<file path="src/rtl/rfs_pkg.sv">
package rfs_pkg;

    typedef enum logic [1:0] {
        DST_NONE = 2'b00,
        DST_REG  = 2'b01,
        DST_ACC  = 2'b10,
        DST_RSVD = 2'b11
    } dest_e;

    // bit 0 is zero; field order sets positions, MSB first
    typedef struct packed {
        logic flag3;
        logic flag2;
        logic flag1;
        logic link;
        logic ovr;
        logic neg;
        logic carry;
        logic zero;
    } status_t;

    localparam int LANE_W = 8;

endpackage

</file>
<file path="src/rtl/rfs_regfile.sv">
module rfs_regfile
    import rfs_pkg::*;
#(
    parameter int DATA_W = 16,
    parameter int ADDR_W = 5
) (
    input  logic              clk,
    input  logic              wr_en,
    input  logic              byte_mode,
    input  logic [ADDR_W-1:0] addr,
    input  logic [DATA_W-1:0] wdata,
    output logic [DATA_W-1:0] rdata
);
    localparam int DEPTH  = 1 << ADDR_W;
    localparam int NLANES = DATA_W / LANE_W;

    for (genvar g = 0; g < NLANES; g++) begin : g_lane
        logic [LANE_W-1:0] lane_mem [DEPTH];
        logic              lane_we;

        if (g == 0) begin : g_low
            assign lane_we = wr_en;
        end else begin : g_high
            assign lane_we = wr_en && !byte_mode;
        end

        always_ff @(posedge clk) begin
            if (lane_we) begin
                lane_mem[addr] <= wdata[g*LANE_W +: LANE_W];
            end
        end

        assign rdata[g*LANE_W +: LANE_W] = lane_mem[addr];
    end

endmodule

</file>
<file path="src/rtl/rfs_accum.sv">
module rfs_accum
    import rfs_pkg::*;
#(
    parameter int DATA_W = 16
) (
    input  logic              clk,
    input  logic              rst,
    input  logic              ld_en,
    input  logic              byte_mode,
    input  logic [DATA_W-1:0] din,
    output logic [DATA_W-1:0] acc
);
    localparam int NLANES = DATA_W / LANE_W;

    for (genvar g = 0; g < NLANES; g++) begin : g_lane
        logic lane_ld;

        if (g == 0) begin : g_low
            assign lane_ld = ld_en;
        end else begin : g_high
            assign lane_ld = ld_en && !byte_mode;
        end

        always_ff @(posedge clk) begin
            if (rst) begin
                acc[g*LANE_W +: LANE_W] <= '0;
            end else if (lane_ld) begin
                acc[g*LANE_W +: LANE_W] <= din[g*LANE_W +: LANE_W];
            end
        end
    end

endmodule

</file>
<file path="src/rtl/rfs_status.sv">
module rfs_status
    import rfs_pkg::*;
#(
    parameter int DATA_W = 16
) (
    input  logic              clk,
    input  logic              rst,
    input  logic              upd_en,
    input  logic              byte_mode,
    input  logic [DATA_W-1:0] result,
    input  logic              c_in,
    input  logic              n_in,
    input  logic              v_in,
    input  logic [3:0]        aux_in,
    output status_t           stat
);
    status_t next_stat;
    logic    zero_det;

    always_comb begin
        zero_det = byte_mode ? (result[LANE_W-1:0] == '0) : (result == '0);
        next_stat.zero  = zero_det;
        next_stat.carry = c_in;
        next_stat.neg   = n_in;
        next_stat.ovr   = v_in;
        next_stat.link  = aux_in[0];
        next_stat.flag1 = aux_in[1];
        next_stat.flag2 = aux_in[2];
        next_stat.flag3 = aux_in[3];
    end

    always_ff @(posedge clk) begin
        if (rst) begin
            stat <= '0;
        end else if (upd_en) begin
            stat <= next_stat;
        end
    end

endmodule

</file>
<file path="src/rtl/rfs_storage.sv">
module rfs_storage
    import rfs_pkg::*;
#(
    parameter int DATA_W = 16,
    parameter int ADDR_W = 5
) (
    input  logic              clk,
    input  logic              rst,
    input  logic [DATA_W-1:0] result_i,
    input  logic              alu_c_i,
    input  logic              alu_n_i,
    input  logic              alu_v_i,
    input  logic [3:0]        aux_flags_i,
    input  logic [1:0]        dest_sel_i,
    input  logic [ADDR_W-1:0] reg_addr_i,
    input  logic              byte_mode_i,
    input  logic              ien_n_i,
    input  logic              sen_n_i,
    input  logic              nop_i,
    output logic [DATA_W-1:0] reg_rd_o,
    output logic [DATA_W-1:0] acc_o,
    output logic [7:0]        status_o,
    output logic              carry_o
);
    dest_e   dest;
    logic    wr_reg;
    logic    wr_acc;
    logic    stat_upd;
    status_t stat_q;

    always_comb begin
        dest     = dest_e'(dest_sel_i);
        wr_reg   = 1'b0;
        wr_acc   = 1'b0;
        stat_upd = !ien_n_i && !sen_n_i && !nop_i;
        if (!ien_n_i) begin
            unique case (dest)
                DST_REG:  wr_reg = 1'b1;
                DST_ACC:  wr_acc = 1'b1;
                DST_NONE,
                DST_RSVD: ;
                default:  ;
            endcase
        end
    end

    rfs_regfile #(.DATA_W(DATA_W), .ADDR_W(ADDR_W)) u_rf (
        .clk       (clk),
        .wr_en     (wr_reg),
        .byte_mode (byte_mode_i),
        .addr      (reg_addr_i),
        .wdata     (result_i),
        .rdata     (reg_rd_o)
    );

    rfs_accum #(.DATA_W(DATA_W)) u_acc (
        .clk       (clk),
        .rst       (rst),
        .ld_en     (wr_acc),
        .byte_mode (byte_mode_i),
        .din       (result_i),
        .acc       (acc_o)
    );

    rfs_status #(.DATA_W(DATA_W)) u_st (
        .clk       (clk),
        .rst       (rst),
        .upd_en    (stat_upd),
        .byte_mode (byte_mode_i),
        .result    (result_i),
        .c_in      (alu_c_i),
        .n_in      (alu_n_i),
        .v_in      (alu_v_i),
        .aux_in    (aux_flags_i),
        .stat      (stat_q)
    );

    assign status_o = stat_q;
    assign carry_o  = stat_q.carry;

endmodule

</file>
<file path="config.mk">
export PLATFORM = sky130hd
export DESIGN_NAME = rfs_storage
export DESIGN_NICKNAME = d
export VERILOG_FILES = /design/src/rtl/rfs_pkg.sv /design/src/rtl/rfs_regfile.sv /design/src/rtl/rfs_accum.sv /design/src/rtl/rfs_status.sv /design/src/rtl/rfs_storage.sv
export SDC_FILE = /design/constraint.sdc
export NUM_CORES = 1
export LEC_CHECK = 0
export BUFFER_PORTS_ARGS = -buffer_cell sky130_fd_sc_hd__buf_2
export CELL_PAD_IN_SITES_DETAIL_PLACEMENT = 1
export CELL_PAD_IN_SITES_GLOBAL_PLACEMENT = 1
export CORE_MARGIN = 4
export CORE_UTILIZATION = 53
export CTS_CLUSTER_DIAMETER = 200
export DETAILED_ROUTE_END_ITERATION = 6
export GPL_TIMING_DRIVEN = 0
export HOLD_SLACK_MARGIN = 0.08
export PLACE_DENSITY_LB_ADDON = 0.1
export RECOVER_POWER = 50
export SYNTH_ARGS = -nofsm -noshare
export SYNTH_HDL_FRONTEND = slang
export SYNTH_SLANG_ARGS = --single-unit
</file>
<file path="constraint.sdc">
create_clock -name clk -period 2.5 [get_ports clk]
set_input_delay 0.125 -clock clk [delete_from_list [all_inputs] [get_ports clk]]
set_output_delay 0.125 -clock clk [all_outputs]
set_load 0.05 [all_outputs]
</file>
[Yosys cells after proc, flatten, opt, wreduce, memory -nomap -nowiden]
Memory sizes are Yosys's and may differ from the RTL's.
Index checks and enable logic that the tools add are counted.
Storage, ports and cells
  register bits after elaboration: 24
  RAM bits: 512
  input bits: 36
  memories kept: 2
  output and inout bits: 41
  word-level logic and storage cells: 33
Operators by class
  mux-type cells: 9
  reductions and logical operators: 10
  equal/unequal tests: 2
Memory list
  u_rf.g_lane[0].lane_mem: words 32, bits a word 8, rd ports 1, clocked after memory_dff 0, write ports 1, RTL line rfs_regfile.sv:18  | logic [LANE_W-1:0] lane_mem [DEPTH];
  u_rf.g_lane[1].lane_mem: words 32, bits a word 8, rd ports 1, clocked after memory_dff 0, write ports 1, RTL line rfs_regfile.sv:18
Operators by type and width (count)
  16-bit logical NOT: 1
  1-bit 2-to-1 mux: 9
  8-bit logical NOT: 1
  1-bit logical AND: 4
  1-bit logical NOT: 4
  2-bit by 1-bit equality test with 1-bit output, second input constant: 1
  2-bit equality test, second input constant: 1

[Logic depth before layout (Yosys ltp)]
  depth in word-level cells: 6
  depth in mapped cells: 7
  depth with buffers taken out: 4

[Cells and area by module]
A second synthesis with hierarchy kept.
Unflattened totals
  cell total of the unflattened synthesis: 1211
  area total of the unflattened synthesis: 20991.4 um2
Modules (own cells, without submodules)
  rfs_regfile: times used 1, area an instance 19944.1 um2, cells an instance 1113, sequential area each 15374.7 um2
  rfs_accum: times used 1, area an instance 689.4 um2, cells an instance 61, sequential area each 320.3 um2
  rfs_status: times used 1, area an instance 330.3 um2, cells an instance 33, sequential area each 160.2 um2
  rfs_storage: times used 1, area an instance 27.5 um2, cells an instance 4, sequential area each 0.0 um2

[Worst setup path before layout]
Ideal clock, no wire load.
  path type: input to register
  start point: in reg_addr_i[2]
  end point: mem u_rf.g_lane[1].lane_mem[9][0], enable pin
  path buffers: 3
  arrival: 1666 ps
  cell stages on the path: 5
  data required time: 2117 ps
  library setup time: 383 ps
  path slack: 450 ps
  cells stage by stage: buf_2 -> buf_2 -> or3b_2 -> clkbuf_1 -> nor3_1
RTL lines
  from (decl): RTL line rfs_storage.sv:15  | input logic [ADDR_W-1:0] reg_addr_i,
  to (decl): RTL line rfs_regfile.sv:18
Straight into the memory's write port.

[Final worst setup path]
  start point: in reg_addr_i[1]
  end point: out reg_rd_o[14]
Between the ends
  longest elaborated chain between the ends: 1
Ends and longest elaborated chain
  memory 32 x 8 bit
  to (decl): RTL line rfs_storage.sv:20  | output logic [DATA_W-1:0] reg_rd_o,
Every way passes these cells.

==> results.py <==
metrics = {
    "timing": {
        "drv_slew": 560,
        "setup_ws_ns": 0.0378,
        "slew_headroom_pct": -14.0,
        "finClkSkew_ns": 0,
        "rsz0062_at_grt": "no",
        "hold_viol_final": 0,
        "fin_tns_setup_ns": 0,
        "fin_crit_ns": 2.46,
        "setup_viol": 0,
        "fin_crit_sh_pct": 98.5,
        "fmax_ghz": 0.406,
        "tightest_slew_ns": 1.71,
    },
    "power": {
        "irDropWorstVdd_v": 0.000620,
        "power.density_nw_per_um2": 783,
        "finalPower_w": 0.0188,
        "power_leakage_nw": 8.33,
    },
    "die": {
        "die_w_um": 206,
        "die_height_um": 206,
        "io_pins": 77,
        "die_area_um2": 42600,
        "rows": 72,
        "start_util_pct": 53.8,
        "coreArea_um2": 38700,
    },
    "clocking": {
        "clock_latency_ns": 0.58,
        "cts.clk_slew.worst_paths_ns": 0.06,
        "root_buffer": "clkbuf_16",
        "cts_htree_levels": 2,
        "cts_buffer_depth": 3,
        "clock-sinks": 536,
        "cts-buffers-inserted": 52,
        "cts_tree": "built",
    },
    "logic_synthesis": {
        "synth_top_area_cell": "edfxtp_1",
        "syn_inst": 1221,
        "ys_seq_area_share_pct": 76.1,
        "synthDistinctLibCells": 35,
        "yosysMostFrequentCell": "edfxtp_1",
        "synth_top_area_share_pct": 73.8,
        "synth_common_cells": "edfxtp_1 (512), mux2i_1 (264), o22ai_1 (126)",
        "async_flop_share_pct": 0,
        "syn_avg_cell_area_um2": 17.1,
        "syn_nets": 1257,
        "synth_edf_count": 512,
        "yosysWarnings": 0,
        "synth-seq-cells": 536,
        "yosys_most_used_dff": "edfxtp_1",
        "syn_area_um2": 20800,
        "synthTopCellsByArea": "edfxtp_1 (74%), mux2i_1 (13%), o22ai_1 (3.8%), dfxtp_1 (2.3%), nor2_1 (1.2%)",
    },
    "cells_and_area": {
        "postLayoutCellArea_um2": 24000,
        "insertedDiodeCount": 0,
        "final_layout_size_suffix_gt1_share_pct": 15.2,
        "final_core_util_pct": 62.0,
        "final_nets": 1412,
        "num-fill-cells": 3458,
        "syn2layout_area_growth_pct": 15.2,
    },
    "run_status": {
        "violations": "capacitance limit, slew limit",
        "status": "finished, violations left",
    },
    "place": {
        "pre_cts_ws_ns": -0.717,
        "hpwl_mm": 37.2,
        "io_buffers": 74,
        "placed_area_um2": 21900,
        "place.gp.congestion": 0.803,
    },
    "global_routing": {
        "grt_pass1_wl_mm": 84.8,
        "grt_max_degree": 35,
        "grt.overflow.total": 0,
        "grtUsageTotal_pct": 27.6,
        "grt_pass1_vias": 12744,
        "antenna_found_initial": 1,
    },
    "setup_path": {
        "worstSetupStartpointType": "input port",
        "worstPathArrival_ns": 2.34,
        "path_class": "input port to output pin",
        "critPathMaxFanout": 10,
        "end_kind": "output pin",
        "worst-endpoint-required_ns": 2.38,
    },
    "route": {
        "wl_per_cell_um": 29.9,
        "routed_wl_mm": 57.9,
        "drtIter0Drc": 1094,
        "drt-pass1-iter-count": 5,
        "vias": 11959,
        "viasPerCell": 6.18,
        "ant_nets": 0,
        "drc": 0,
    },
    "min_path": {
        "hold_class": "input port to flop",
    },
    "flow_run": {
        "drv_cap": 16,
    },
}
==> layout by cell type (no fill, tap or decap), types with 6 or more instances in the layout <==
| cell | netlist | final |
|---|---|---|
| edfxtp_1 | 512 | 512 |
| mux2i_1 | 264 | 262 |
| o22ai_1 | 126 | 125 |
| buf_2 | 47 | 68 |
| nor2_1 | 67 | 67 |
| clkbuf_1 | 19 | 59 |
| clkbuf_16 | 0 | 54 |
| nand2_1 | 47 | 47 |
| dfxtp_1 | 24 | 24 |
| nor4_1 | 35 | 23 |
| dlygate4sd3_1 | 0 | 22 |
| buf_4 | 1 | 19 |
| a21oi_1 | 16 | 16 |
| clkbuf_4 | 0 | 10 |
| buf_6 | 6 | 10 |
| clkinv_1 | 0 | 10 |
| clkinv_2 | 0 | 9 |
| nor4_4 | 0 | 8 |
| nor3_1 | 10 | 8 |
| clkbuf_2 | 5 | 7 |
| nand4bb_1 | 6 | 6 |
==> worst max-delay path, stage by stage <==
cell and delay, ns:
buf_2 0.19, clkbuf_2 0.30, buf_4 0.37, mux2i_1 0.35
o22ai_1 0.13, nor4_1 0.45, nand2_1 0.16, buf_2 0.25
==> layer usage <==
| layer | vias to the layer above | routed length [µm] | GRT usage [%] |
|---|---|---|---|
| met4 | 2 | 1480 | 8.56 |
| met5 | - | 7 | 0 |
| li1 | 5168 | - | - |
| met3 | 98 | 3600 | 4.77 |
| met1 | 6255 | 23900 | 37.3 |
| met2 | 436 | 28900 | 46.3 |
==> metrics by stage <==
stage | hold slack, ns | instances
after floorplan | 0.224 | 1221
after global placement | 0.368 | 1813
after detailed placement | 0.378 | 1814
after CTS | 0.0871 | 1935
after global routing | 0.181 | 1936
final | 0.133 | 1936
==> power by group <==
group / switching [W] / internal (W)
clock network: 0.00331 / 0.00447
registers: 0.0000128 / 0.00987
logic: 0.000814 / 0.000326
==> logic make-up after synthesis <==
kind of cell | Yosys count | synth area share, %
flops | 536 | 76.1
compound gates | 145 | 4.32
buf+inv | 80 | 1.99
simple gates | 196 | 4.93
mux | 264 | 12.7
==> sequential cells by signal (all words and copies together), names as in the netlist <==
signal / flops
u_rf.g_lane.lane_mem: 512
u_st.stat: 8
u_acc.acc: 16
==> path summary, 6_finish.rpt <==
check	slack, ns	to	startpoint	cells past startpoint
setup / recovery	0.04	reg_rd_o[14]	reg_addr_i[1]	8
hold / removal	0.13	u_acc.acc[12]$_SDFFE_PP0P_	byte_mode_i	5
setup reg to reg	1.25	u_st.stat[4]$_SDFFE_PP0P_	u_st.stat[4]$_SDFFE_PP0P_	3
hold reg to reg	0.46	u_acc.acc[12]$_SDFFE_PP0P_	u_acc.acc[12]$_SDFFE_PP0P_	2
==> final cells by class <==
type	instances	area, µm²	area share [%]
Tap cell	518	648	2.70
Buffer	77	487	2.03
Clock buffer	73	1460	6.09
Timing Repair Buffer	104	616	2.56
Sequential cell	536	15900	66.0
Clock inverter	23	203	0.844
Multi-Input combinational cell	605	4740	19.8
==> repair_timing <==
item / 4_1_cts / 5_1_grt
gates resized for setup: 40 / 24
gates cloned: 0 / 0
hold buffers: 22 / 0
pin swaps: 5 / 4
hold endpoints to repair: 12 / 0
setup endpoints to repair: 14 / 13
buffers inserted: 4 / 3
Note: power is estimated with default switching activity, not from simulation.
